## config.mk

```make
export PLATFORM = sky130hd
export DESIGN_NAME = alu8_core
export DESIGN_NICKNAME = d
export VERILOG_FILES = /design/src/rtl/alu8_pkg.sv /design/src/rtl/alu8_decode.sv /design/src/rtl/alu8_arith.sv /design/src/rtl/alu8_logic.sv /design/src/rtl/alu8_rotate.sv /design/src/rtl/alu8_core.sv
export SDC_FILE = /design/constraint.sdc
export NUM_CORES = 1
export LEC_CHECK = 0
export CAP_MARGIN = 10
export CORE_MARGIN = 2
export CORE_UTILIZATION = 50
export DETAILED_ROUTE_END_ITERATION = 10
export DONT_BUFFER_PORTS = 1
export GPL_TIMING_DRIVEN = 0
export PLACE_DENSITY = 0.72
export RECOVER_POWER = 25
export SYNTH_ARGS = -nofsm -noshare
export SYNTH_HDL_FRONTEND = slang
export SYNTH_SLANG_ARGS = --single-unit
export TNS_END_PERCENT = 30
```

## constraint.sdc

```tcl
create_clock -name vclk -period 10.1
set_input_delay 1.01 -clock vclk [all_inputs]
set_output_delay 1.01 -clock vclk [all_outputs]
set_load 0.02 [all_outputs]
```

## src/rtl/alu8_pkg.sv

```systemverilog
// Package: shared opcodes and decode types for the accumulator ALU.
// Assumes a four-bit opcode; codes 14 and 15 are reserved.
package alu8_pkg;

    localparam int OPCODE_W = 4;

    localparam logic [OPCODE_W-1:0] OP_ADD  = 4'd0;
    localparam logic [OPCODE_W-1:0] OP_ADDC = 4'd1;
    localparam logic [OPCODE_W-1:0] OP_SUB  = 4'd2;
    localparam logic [OPCODE_W-1:0] OP_SUBC = 4'd3;
    localparam logic [OPCODE_W-1:0] OP_AND  = 4'd4;
    localparam logic [OPCODE_W-1:0] OP_OR   = 4'd5;
    localparam logic [OPCODE_W-1:0] OP_XOR  = 4'd6;
    localparam logic [OPCODE_W-1:0] OP_CMP  = 4'd7;
    localparam logic [OPCODE_W-1:0] OP_INC  = 4'd8;
    localparam logic [OPCODE_W-1:0] OP_DEC  = 4'd9;
    localparam logic [OPCODE_W-1:0] OP_ROR  = 4'd10;
    localparam logic [OPCODE_W-1:0] OP_ROL  = 4'd11;
    localparam logic [OPCODE_W-1:0] OP_RORC = 4'd12;
    localparam logic [OPCODE_W-1:0] OP_ROLC = 4'd13;

    // Which functional unit feeds the result.
    typedef enum logic [1:0] {
        SRC_ARITH = 2'd0,
        SRC_LOGIC = 2'd1,
        SRC_ROT   = 2'd2,
        SRC_NONE  = 2'd3
    } src_e;

    // Bitwise function select.
    typedef enum logic [1:0] {
        LF_AND = 2'd0,
        LF_OR  = 2'd1,
        LF_XOR = 2'd2,
        LF_NOP = 2'd3
    } logic_fn_e;

    // Decoded control word.
    typedef struct packed {
        src_e      src;
        logic      subtract;   // arithmetic unit subtracts
        logic      use_cin;    // carry/borrow in taken from carry_in
        logic      unit_b;     // second operand forced to 1 (inc/dec)
        logic_fn_e lfn;
        logic      rot_left;
        logic      rot_thru;   // rotate through carry
        logic      wr_res;
        logic      wr_z;
        logic      wr_ac;
        logic      wr_cy;
    } ctrl_t;

endpackage

```

## src/rtl/alu8_decode.sv

```systemverilog
// Module: alu8_decode
// Turns an opcode into the control word steering the units and the
// write strobes. Assumes reserved opcodes must commit nothing.
module alu8_decode
    import alu8_pkg::*;
(
    input  logic [OPCODE_W-1:0] opcode,
    output ctrl_t               ctrl
);

    // Opcode-to-control table, defaults describe a no-op.
    always_comb begin
        ctrl          = '0;
        ctrl.src      = SRC_NONE;
        ctrl.lfn      = LF_NOP;
        case (opcode)
            OP_ADD, OP_ADDC: begin
                ctrl.src     = SRC_ARITH;
                ctrl.use_cin = (opcode == OP_ADDC);
                ctrl.wr_res  = 1'b1;
                ctrl.wr_z    = 1'b1;
                ctrl.wr_ac   = 1'b1;
                ctrl.wr_cy   = 1'b1;
            end
            OP_SUB, OP_SUBC, OP_CMP: begin
                ctrl.src      = SRC_ARITH;
                ctrl.subtract = 1'b1;
                ctrl.use_cin  = (opcode == OP_SUBC);
                ctrl.wr_res   = (opcode != OP_CMP);
                ctrl.wr_z     = 1'b1;
                ctrl.wr_ac    = 1'b1;
                ctrl.wr_cy    = 1'b1;
            end
            OP_AND, OP_OR, OP_XOR: begin
                ctrl.src    = SRC_LOGIC;
                ctrl.lfn    = (opcode == OP_AND) ? LF_AND :
                              (opcode == OP_OR)  ? LF_OR  : LF_XOR;
                ctrl.wr_res = 1'b1;
                ctrl.wr_z   = 1'b1;
            end
            OP_INC, OP_DEC: begin
                ctrl.src      = SRC_ARITH;
                ctrl.subtract = (opcode == OP_DEC);
                ctrl.unit_b   = 1'b1;
                ctrl.wr_res   = 1'b1;
                ctrl.wr_z     = 1'b1;
                ctrl.wr_ac    = 1'b1;
            end
            OP_ROR, OP_ROL, OP_RORC, OP_ROLC: begin
                ctrl.src      = SRC_ROT;
                ctrl.rot_left = (opcode == OP_ROL) || (opcode == OP_ROLC);
                ctrl.rot_thru = (opcode == OP_RORC) || (opcode == OP_ROLC);
                ctrl.wr_res   = 1'b1;
                ctrl.wr_cy    = 1'b1;
            end
            default: ;
        endcase
    end

endmodule

```

## src/rtl/alu8_arith.sv

```systemverilog
// Module: alu8_arith
// Adder/subtractor with carry-in or borrow-in. Gives the carry or borrow
// out of the top bit and out of the lower half. Assumes WIDTH is even.
module alu8_arith #(
    parameter int WIDTH = 8
) (
    input  logic [WIDTH-1:0] a,
    input  logic [WIDTH-1:0] b,
    input  logic             cin,
    input  logic             subtract,
    output logic [WIDTH-1:0] sum,
    output logic             carry,
    output logic             half_carry
);

    localparam int HALF = WIDTH / 2;

    logic [WIDTH:0] full_w;
    logic [HALF:0]  low_w;
    logic [WIDTH:0] cin_full;
    logic [HALF:0]  cin_low;

    assign cin_full = {{WIDTH{1'b0}}, cin};
    assign cin_low  = {{HALF{1'b0}}, cin};

    // Full-width and lower-half sums; the extra top bit is carry or borrow.
    always_comb begin
        if (subtract) begin
            full_w = {1'b0, a} - {1'b0, b} - cin_full;
            low_w  = {1'b0, a[HALF-1:0]} - {1'b0, b[HALF-1:0]} - cin_low;
        end else begin
            full_w = {1'b0, a} + {1'b0, b} + cin_full;
            low_w  = {1'b0, a[HALF-1:0]} + {1'b0, b[HALF-1:0]} + cin_low;
        end
    end

    assign sum        = full_w[WIDTH-1:0];
    assign carry      = full_w[WIDTH];
    assign half_carry = low_w[HALF];

endmodule

```

## src/rtl/alu8_logic.sv

```systemverilog
// Module: alu8_logic
// Bitwise AND/OR/XOR unit, one gate column per bit.
// Assumes the NOP select returns zero.
module alu8_logic
    import alu8_pkg::*;
#(
    parameter int WIDTH = 8
) (
    input  logic [WIDTH-1:0] a,
    input  logic [WIDTH-1:0] b,
    input  logic_fn_e        fn,
    output logic [WIDTH-1:0] y
);

    for (genvar i = 0; i < WIDTH; i++) begin : g_bit
        // Per-bit function select.
        always_comb begin
            case (fn)
                LF_AND:  y[i] = a[i] & b[i];
                LF_OR:   y[i] = a[i] | b[i];
                LF_XOR:  y[i] = a[i] ^ b[i];
                default: y[i] = 1'b0;
            endcase
        end
    end

endmodule

```

## src/rtl/alu8_rotate.sv

```systemverilog
// Module: alu8_rotate
// Single-place rotate in either direction, either through the carry or
// with the wrapped bit copied into the carry.
module alu8_rotate #(
    parameter int WIDTH = 8
) (
    input  logic [WIDTH-1:0] a,
    input  logic             cin,
    input  logic             left,
    input  logic             thru,
    output logic [WIDTH-1:0] y,
    output logic             cout
);

    logic fill_r;   // bit entering the top on a right rotate
    logic fill_l;   // bit entering the bottom on a left rotate

    assign fill_r = thru ? cin : a[0];
    assign fill_l = thru ? cin : a[WIDTH-1];

    // Shift by one with the chosen fill bit; the bit leaving goes to carry.
    always_comb begin
        if (left) begin
            y    = {a[WIDTH-2:0], fill_l};
            cout = a[WIDTH-1];
        end else begin
            y    = {fill_r, a[WIDTH-1:1]};
            cout = a[0];
        end
    end

endmodule

```

## src/rtl/alu8_core.sv

```systemverilog
// Module: alu8_core (top)
// Combinational ALU for an accumulator machine. Returns a result, the
// Z/AC/CY flag values and one write strobe for each of the four.
// Assumes the caller commits only the strobed outputs.
module alu8_core
    import alu8_pkg::*;
#(
    parameter int WIDTH = 8
) (
    input  logic [WIDTH-1:0]    op_a,
    input  logic [WIDTH-1:0]    op_b,
    input  logic                carry_in,
    input  logic [OPCODE_W-1:0] opcode,
    output logic [WIDTH-1:0]    result,
    output logic                result_we,
    output logic                zero_out,
    output logic                zero_we,
    output logic                aux_out,
    output logic                aux_we,
    output logic                carry_out,
    output logic                carry_we
);

    localparam logic [WIDTH-1:0] ONE = {{(WIDTH-1){1'b0}}, 1'b1};

    ctrl_t            ctrl;
    logic [WIDTH-1:0] arith_b;
    logic             arith_cin;
    logic [WIDTH-1:0] arith_y;
    logic             arith_cy;
    logic             arith_ac;
    logic [WIDTH-1:0] logic_y;
    logic [WIDTH-1:0] rot_y;
    logic             rot_cy;

    alu8_decode u_dec (
        .opcode (opcode),
        .ctrl   (ctrl)
    );

    assign arith_b   = ctrl.unit_b  ? ONE : op_b;
    assign arith_cin = ctrl.use_cin & carry_in;

    alu8_arith #(.WIDTH(WIDTH)) u_arith (
        .a          (op_a),
        .b          (arith_b),
        .cin        (arith_cin),
        .subtract   (ctrl.subtract),
        .sum        (arith_y),
        .carry      (arith_cy),
        .half_carry (arith_ac)
    );

    alu8_logic #(.WIDTH(WIDTH)) u_logic (
        .a  (op_a),
        .b  (op_b),
        .fn (ctrl.lfn),
        .y  (logic_y)
    );

    alu8_rotate #(.WIDTH(WIDTH)) u_rot (
        .a    (op_a),
        .cin  (carry_in),
        .left (ctrl.rot_left),
        .thru (ctrl.rot_thru),
        .y    (rot_y),
        .cout (rot_cy)
    );

    // Result and carry selection by source unit.
    always_comb begin
        case (ctrl.src)
            SRC_ARITH: begin result = arith_y; carry_out = arith_cy; end
            SRC_LOGIC: begin result = logic_y; carry_out = carry_in; end
            SRC_ROT:   begin result = rot_y;   carry_out = rot_cy;   end
            default:   begin result = op_a;    carry_out = carry_in; end
        endcase
    end

    assign zero_out  = (result == '0);
    assign aux_out   = (ctrl.src == SRC_ARITH) ? arith_ac : 1'b0;
    assign result_we = ctrl.wr_res;
    assign zero_we   = ctrl.wr_z;
    assign aux_we    = ctrl.wr_ac;
    assign carry_we  = ctrl.wr_cy;

endmodule

```

==> Word-level counts from Yosys, hierarchy flattened <==
Cells that the tools add are included.
{ "totals": {"ff_bits": 0, "input_bits": 21, "output_inout_bits": 15} }
{ "classes": {"add_sub_neg": 8, "n_eq_ne": 18, "muxes": 30, "bitwise_logic": 25, "reduce_logical": 15} }
{ "ops": {"columns": ["op", "count"], "rows": [
  ["== test 4 bit (second input constant)", 6],
  ["case mux 1 bit (3 select lines)", 8],
  ["case mux 8 bit (3 select lines)", 1],
  ["== test 4 x 3 -> 1 bit (second input constant)", 4],
  ["two-way mux 8 bit", 2],
  ["OR reduction 11 bit", 1],
  ["OR reduction 10 bit", 1],
  ["adder 8 x 8 -> 9 bit", 1],
  ["adder 9 x 1 -> 9 bit", 1],
  ["AND 1 bit", 9],
  ["two-way mux 9 bit", 1],
  ["OR reduction 9 bit", 1],
  ["subtractor 8 x 8 -> 9 bit", 1],
  ["subtractor 9 x 1 -> 9 bit", 1],
  ["== test 4 x 2 -> 1 bit (second input constant)", 2],
  ["logical NOT 8 bit", 1],
  ["two-way mux 1 bit", 8],
  ["two-way mux 2 bit", 4],
  ["OR 1 bit", 8],
  ["case mux 1 bit (2 select lines)", 4],
  ["XOR 1 bit", 8],
  ["OR reduction 7 bit", 1],
  ["case mux 2 bit (3 select lines)", 1],
  ["OR reduction 3 bit", 2],
  ["14 further kinds", 19]
]} }

==> Depth between registers and ports, before layout <==
{ "depth": {"ltp_word": 9, "ltp_mapped": 15} }

==> By module <==
From an unflattened synthesis, not the netlist that was laid out.
{ "hier_totals": {"cells_unflattened": 242, "area_unflattened_um2": 2058.2} }
{ "by_module_without_submodules": {"columns": ["module", "instances", "cells_per_inst", "area_per_inst_um2", "seq_area_each_um2"], "rows": [
  ["alu8_arith", 1, 124, 943.4, 0.0],
  ["alu8_logic", 1, 52, 484.2, 0.0],
  ["alu8_core", 1, 26, 317.8, 0.0],
  ["alu8_decode", 1, 26, 162.7, 0.0],
  ["alu8_rotate", 1, 14, 150.1, 0.0]
]} }

==> Worst setup path after synthesis <==
No wires, ideal clock.
{ "synth_path": {"kind": "in2out", "start": "in opcode[0]", "end": "out zero_out", "arrival_time_ns": 4.458, "t_required_ns": 9.090, "path_slack_ns": 4.632, "path_stages": 14, "n_path_buf": 3, "cell_sequence": "buf_6 clkbuf_1 buf_1 nand4bb_1 inv_1 fa_1 ha_1 o21ai_0 and3_1 nor3_1 o32ai_1 o21ai_0 or4_4 nor4b_4"} }
{ "synth_between": {"elab_chain_len": 9} }
{ "synth_lines": {"columns": ["element", "line_no", "text"], "rows": [
  ["start, declared", "alu8_core.sv:13", "input logic [OPCODE_W-1:0] opcode,"],
  ["== test 4 bit, on equally long branches", "alu8_decode.sv:16, alu8_decode.sv:43", null],
  ["OR reduction 2 bit", null, null],
  ["two-way mux 1 bit", "alu8_decode.sv:16", "case (opcode)"],
  ["two-way mux 8 bit", "alu8_core.sv:41", "assign arith_b = ctrl.unit_b ? ONE : op_b;"],
  ["adder 8 x 8 -> 9 bit or subtractor 8 x 8 -> 9 bit (tied branches)", "alu8_arith.sv:32, alu8_arith.sv:29", null],
  ["adder 9 x 1 -> 9 bit or subtractor 9 x 1 -> 9 bit (tied branches)", "alu8_arith.sv:32, alu8_arith.sv:29", null],
  ["two-way mux 9 bit", "alu8_arith.sv:28", "if (subtract) begin"],
  ["case mux 8 bit (3 select lines) (*)", "alu8_core.sv:72", "case (ctrl.src)"],
  ["net result[3]", "alu8_core.sv:14", "output logic [WIDTH-1:0] result,"],
  ["logical NOT 8 bit (*)", "alu8_core.sv:80", "assign zero_out = (result == '0);"],
  ["end, declared", "alu8_core.sv:16", "output logic zero_out,"]
]} }
The timed path passes the listed nets; every way through them passes the cells marked *.

==> Worst setup path after layout <==
Same ends and word-level chain as after synthesis.

==> impl_metrics.ini <==
[route]
drtIter0Drc = 151
vias_per_cell = 5.98
drt-total-wl_um = 5180
wl_per_cell_um = 16.8
drc_errors = 0
postRouteAntennaNets = 0
first_pass_iters = 6
via_count = 1841

[worst_setup_path]
slowest_delay_ns = 0.55
cp_common_cell = a21oi_1
end_kind = output pin
cpLargestDelayFamily = compound AO/OA/AOI/OAI gates
critPathArrivalTime_ns = 5.11
crit_chain = buf_6, clkbuf_1, buf_1, nand4bb_1, inv_1, fa_1, ha_1, o21ai_0, a21oi_1, o311ai_0, a21o_1, a21oi_1, o32a_1, nor4b_4
start_kind = primary input
crit_type = primary input to output pin
crit_buf_inv = 4
worstPathRequired_ns = 9.09
path_max_fanout = 10
cp_slowest_cell = o311ai_0

[timing]
period_minus_slack_ns = 6.12
maxSlewViolCount = 0
timing.slew.headroom = 0.454
hold_viol_final = 0
max_freq_ghz = 0.163
finalSetupTns_ns = 0
rsz0062_at_grt = no
setup_viol = 0
post-route-period-util = 0.606
worst_pin_slew_ns = 0.811

[synth]
ys_seq_area_frac = 0
synth_area_um2 = 1930
synth_cell_types = 70
syn_area_per_cell_um2 = 7.41
synth_top_area_cell = ha_1
yosysWarnings = 0
syn_inst = 260
netlist_top_cells_area = ha_1 (24%), inv_1 (7.2%), nor2_1 (4.7%), fa_1 (4.2%), o21ai_0 (4.2%)
synth_fp_nets = 322
yosysTopAreaCellShare = 0.240

[run]
drv_cap = 0

[final_layout]
seq_area_um2 = 0
drive_gt1_frac = 0.0885
layout_common_cells = inv_1 (37), ha_1 (37), nor2_1 (24)
layout.nets = 324
antenna_cells = 0
final_cell_area_um2 = 1970
syn_to_final_growth_pct = 2.21
seq_cells = 0
num-clock-buffers = 0

[cts]
cts_resized = 0
postCtsSetupBuffers = 0
holdBufCountCts = 0

[power_and_ir_drop]
p_comb_frac = 1.000
p_int_mw = 0.0487
sequentialPowerShare = 0
switching_share = 0.609
switchingPower_mw = 0.0760
total_power_mw = 0.125
p_per_area_nw_per_um2 = 63.3
clkPwrFrac = 0
p_leak_nw = 0.957
vdd_drop_max_mv = 0.0308

[global_route]
grt-ovfl-total = 0
grt_max_degree = 11
grt_usage = 0.239
grt_pass1_vias = 1683
grt_pass1_wl_um = 8270
antenna_found_initial = 0

[placed_design]
place_congestion = 0.961
placed_area_um2 = 1990
numPortBuffers = 0
hpwl_um = 4290

[floorplanning]
dieArea_um2 = 4360
placementRows = 22
die_x_um = 66.1
die_h_um = 66.1
start_util = 0.522
ios = 36
core_um2 = 3690

[worst_hold_path]
hold_class = primary input to output pin

[status]
run_status = finished, final reports clean
[per-layer routing]
layer | vias to the layer above | global-route usage | wire (um)
met1 | 825 | 0.340 | 2370
met3 | 6 | 0.0221 | 392
met4 | 0 | 0.0102 | 33
met2 | 73 | 0.412 | 2390
met5 | - | 0 | 0
li1 | 937 | - | -
[cells by family (layout without fill, tap and decap cells)]
kind of cell	Yosys count	after routing	share of synthesized area
AOI/OAI and AO/OA	76	76	0.283
and+or+nand+nor	76	76	0.223
xor gates and xnor gates	10	10	0.0455
buffers and inverters	49	49	0.124
adders and majority gates	41	41	0.282
muxes	8	8	0.0422
[through the flow]
step | setup WS [ns] | hold slack [ns] | instances | util
2_1_floorplan | 4.63 | 2.26 | 260 | -
3_3_place_gp | 4.09 | 2.31 | 308 | 0.538
3_5_place_dp | 4.04 | 2.31 | 308 | 0.538
4_1_cts | 4.02 | 2.31 | 308 | 0.538
5_1_grt | 3.70 | 2.31 | 308 | 0.534
6_report | 3.98 | 2.30 | 308 | 0.534
[final cells by class]
| class | instances | area (um^2) |
|---|---|---|
| fillers | 382 | 1720 |
| multi-input cells | 211 | 1680 |
| inverters | 38 | 143 |
| plain buffers | 11 | 88.8 |
| well taps | 48 | 60.1 |
[power groups by stage]
stage                     Clock [mW]  Combinational (mW)  Sequential, mW
final                              0               0.125               0
after global routing               0               0.139               0
after CTS                          0               0.125               0
after detailed placement           0               0.124               0
after global placement             0               0.123               0
after floorplan                    0               0.102               0
[path summary, 6_finish.rpt]
| kind | from | endpoint | slack, ns | cells past startpoint |
|---|---|---|---|---|
| setup / recovery | opcode[0] | zero_out | 3.98 | 14 |
| hold / removal | op_a[7] | result[7] | 2.30 | 1 |
[cells in the mapped netlist, drive strengths merged (2+ instances only)]
master	number
nand3b	2
a211oi	2
nand3	3
nor3	5
xnor2	7
and2	2
and3	2
nand2	16
mux2i	7
a21o	3
xor2	3
o211ai	3
o22a	2
a21boi	2
buf	7
o22ai	5
clkbuf	4
nor2	24
o2111ai	3
a211o	2
a221o	2
nand2b	5
inv	38
o21ai	16
a31oi	2
or2	3
nor2b	4
ha	37
fa	4
nor3b	2
a222oi	3
o31ai	4
a21oi	12
or4	2
a311oi	2
Note: power is estimated with default switching activity, not from simulation.
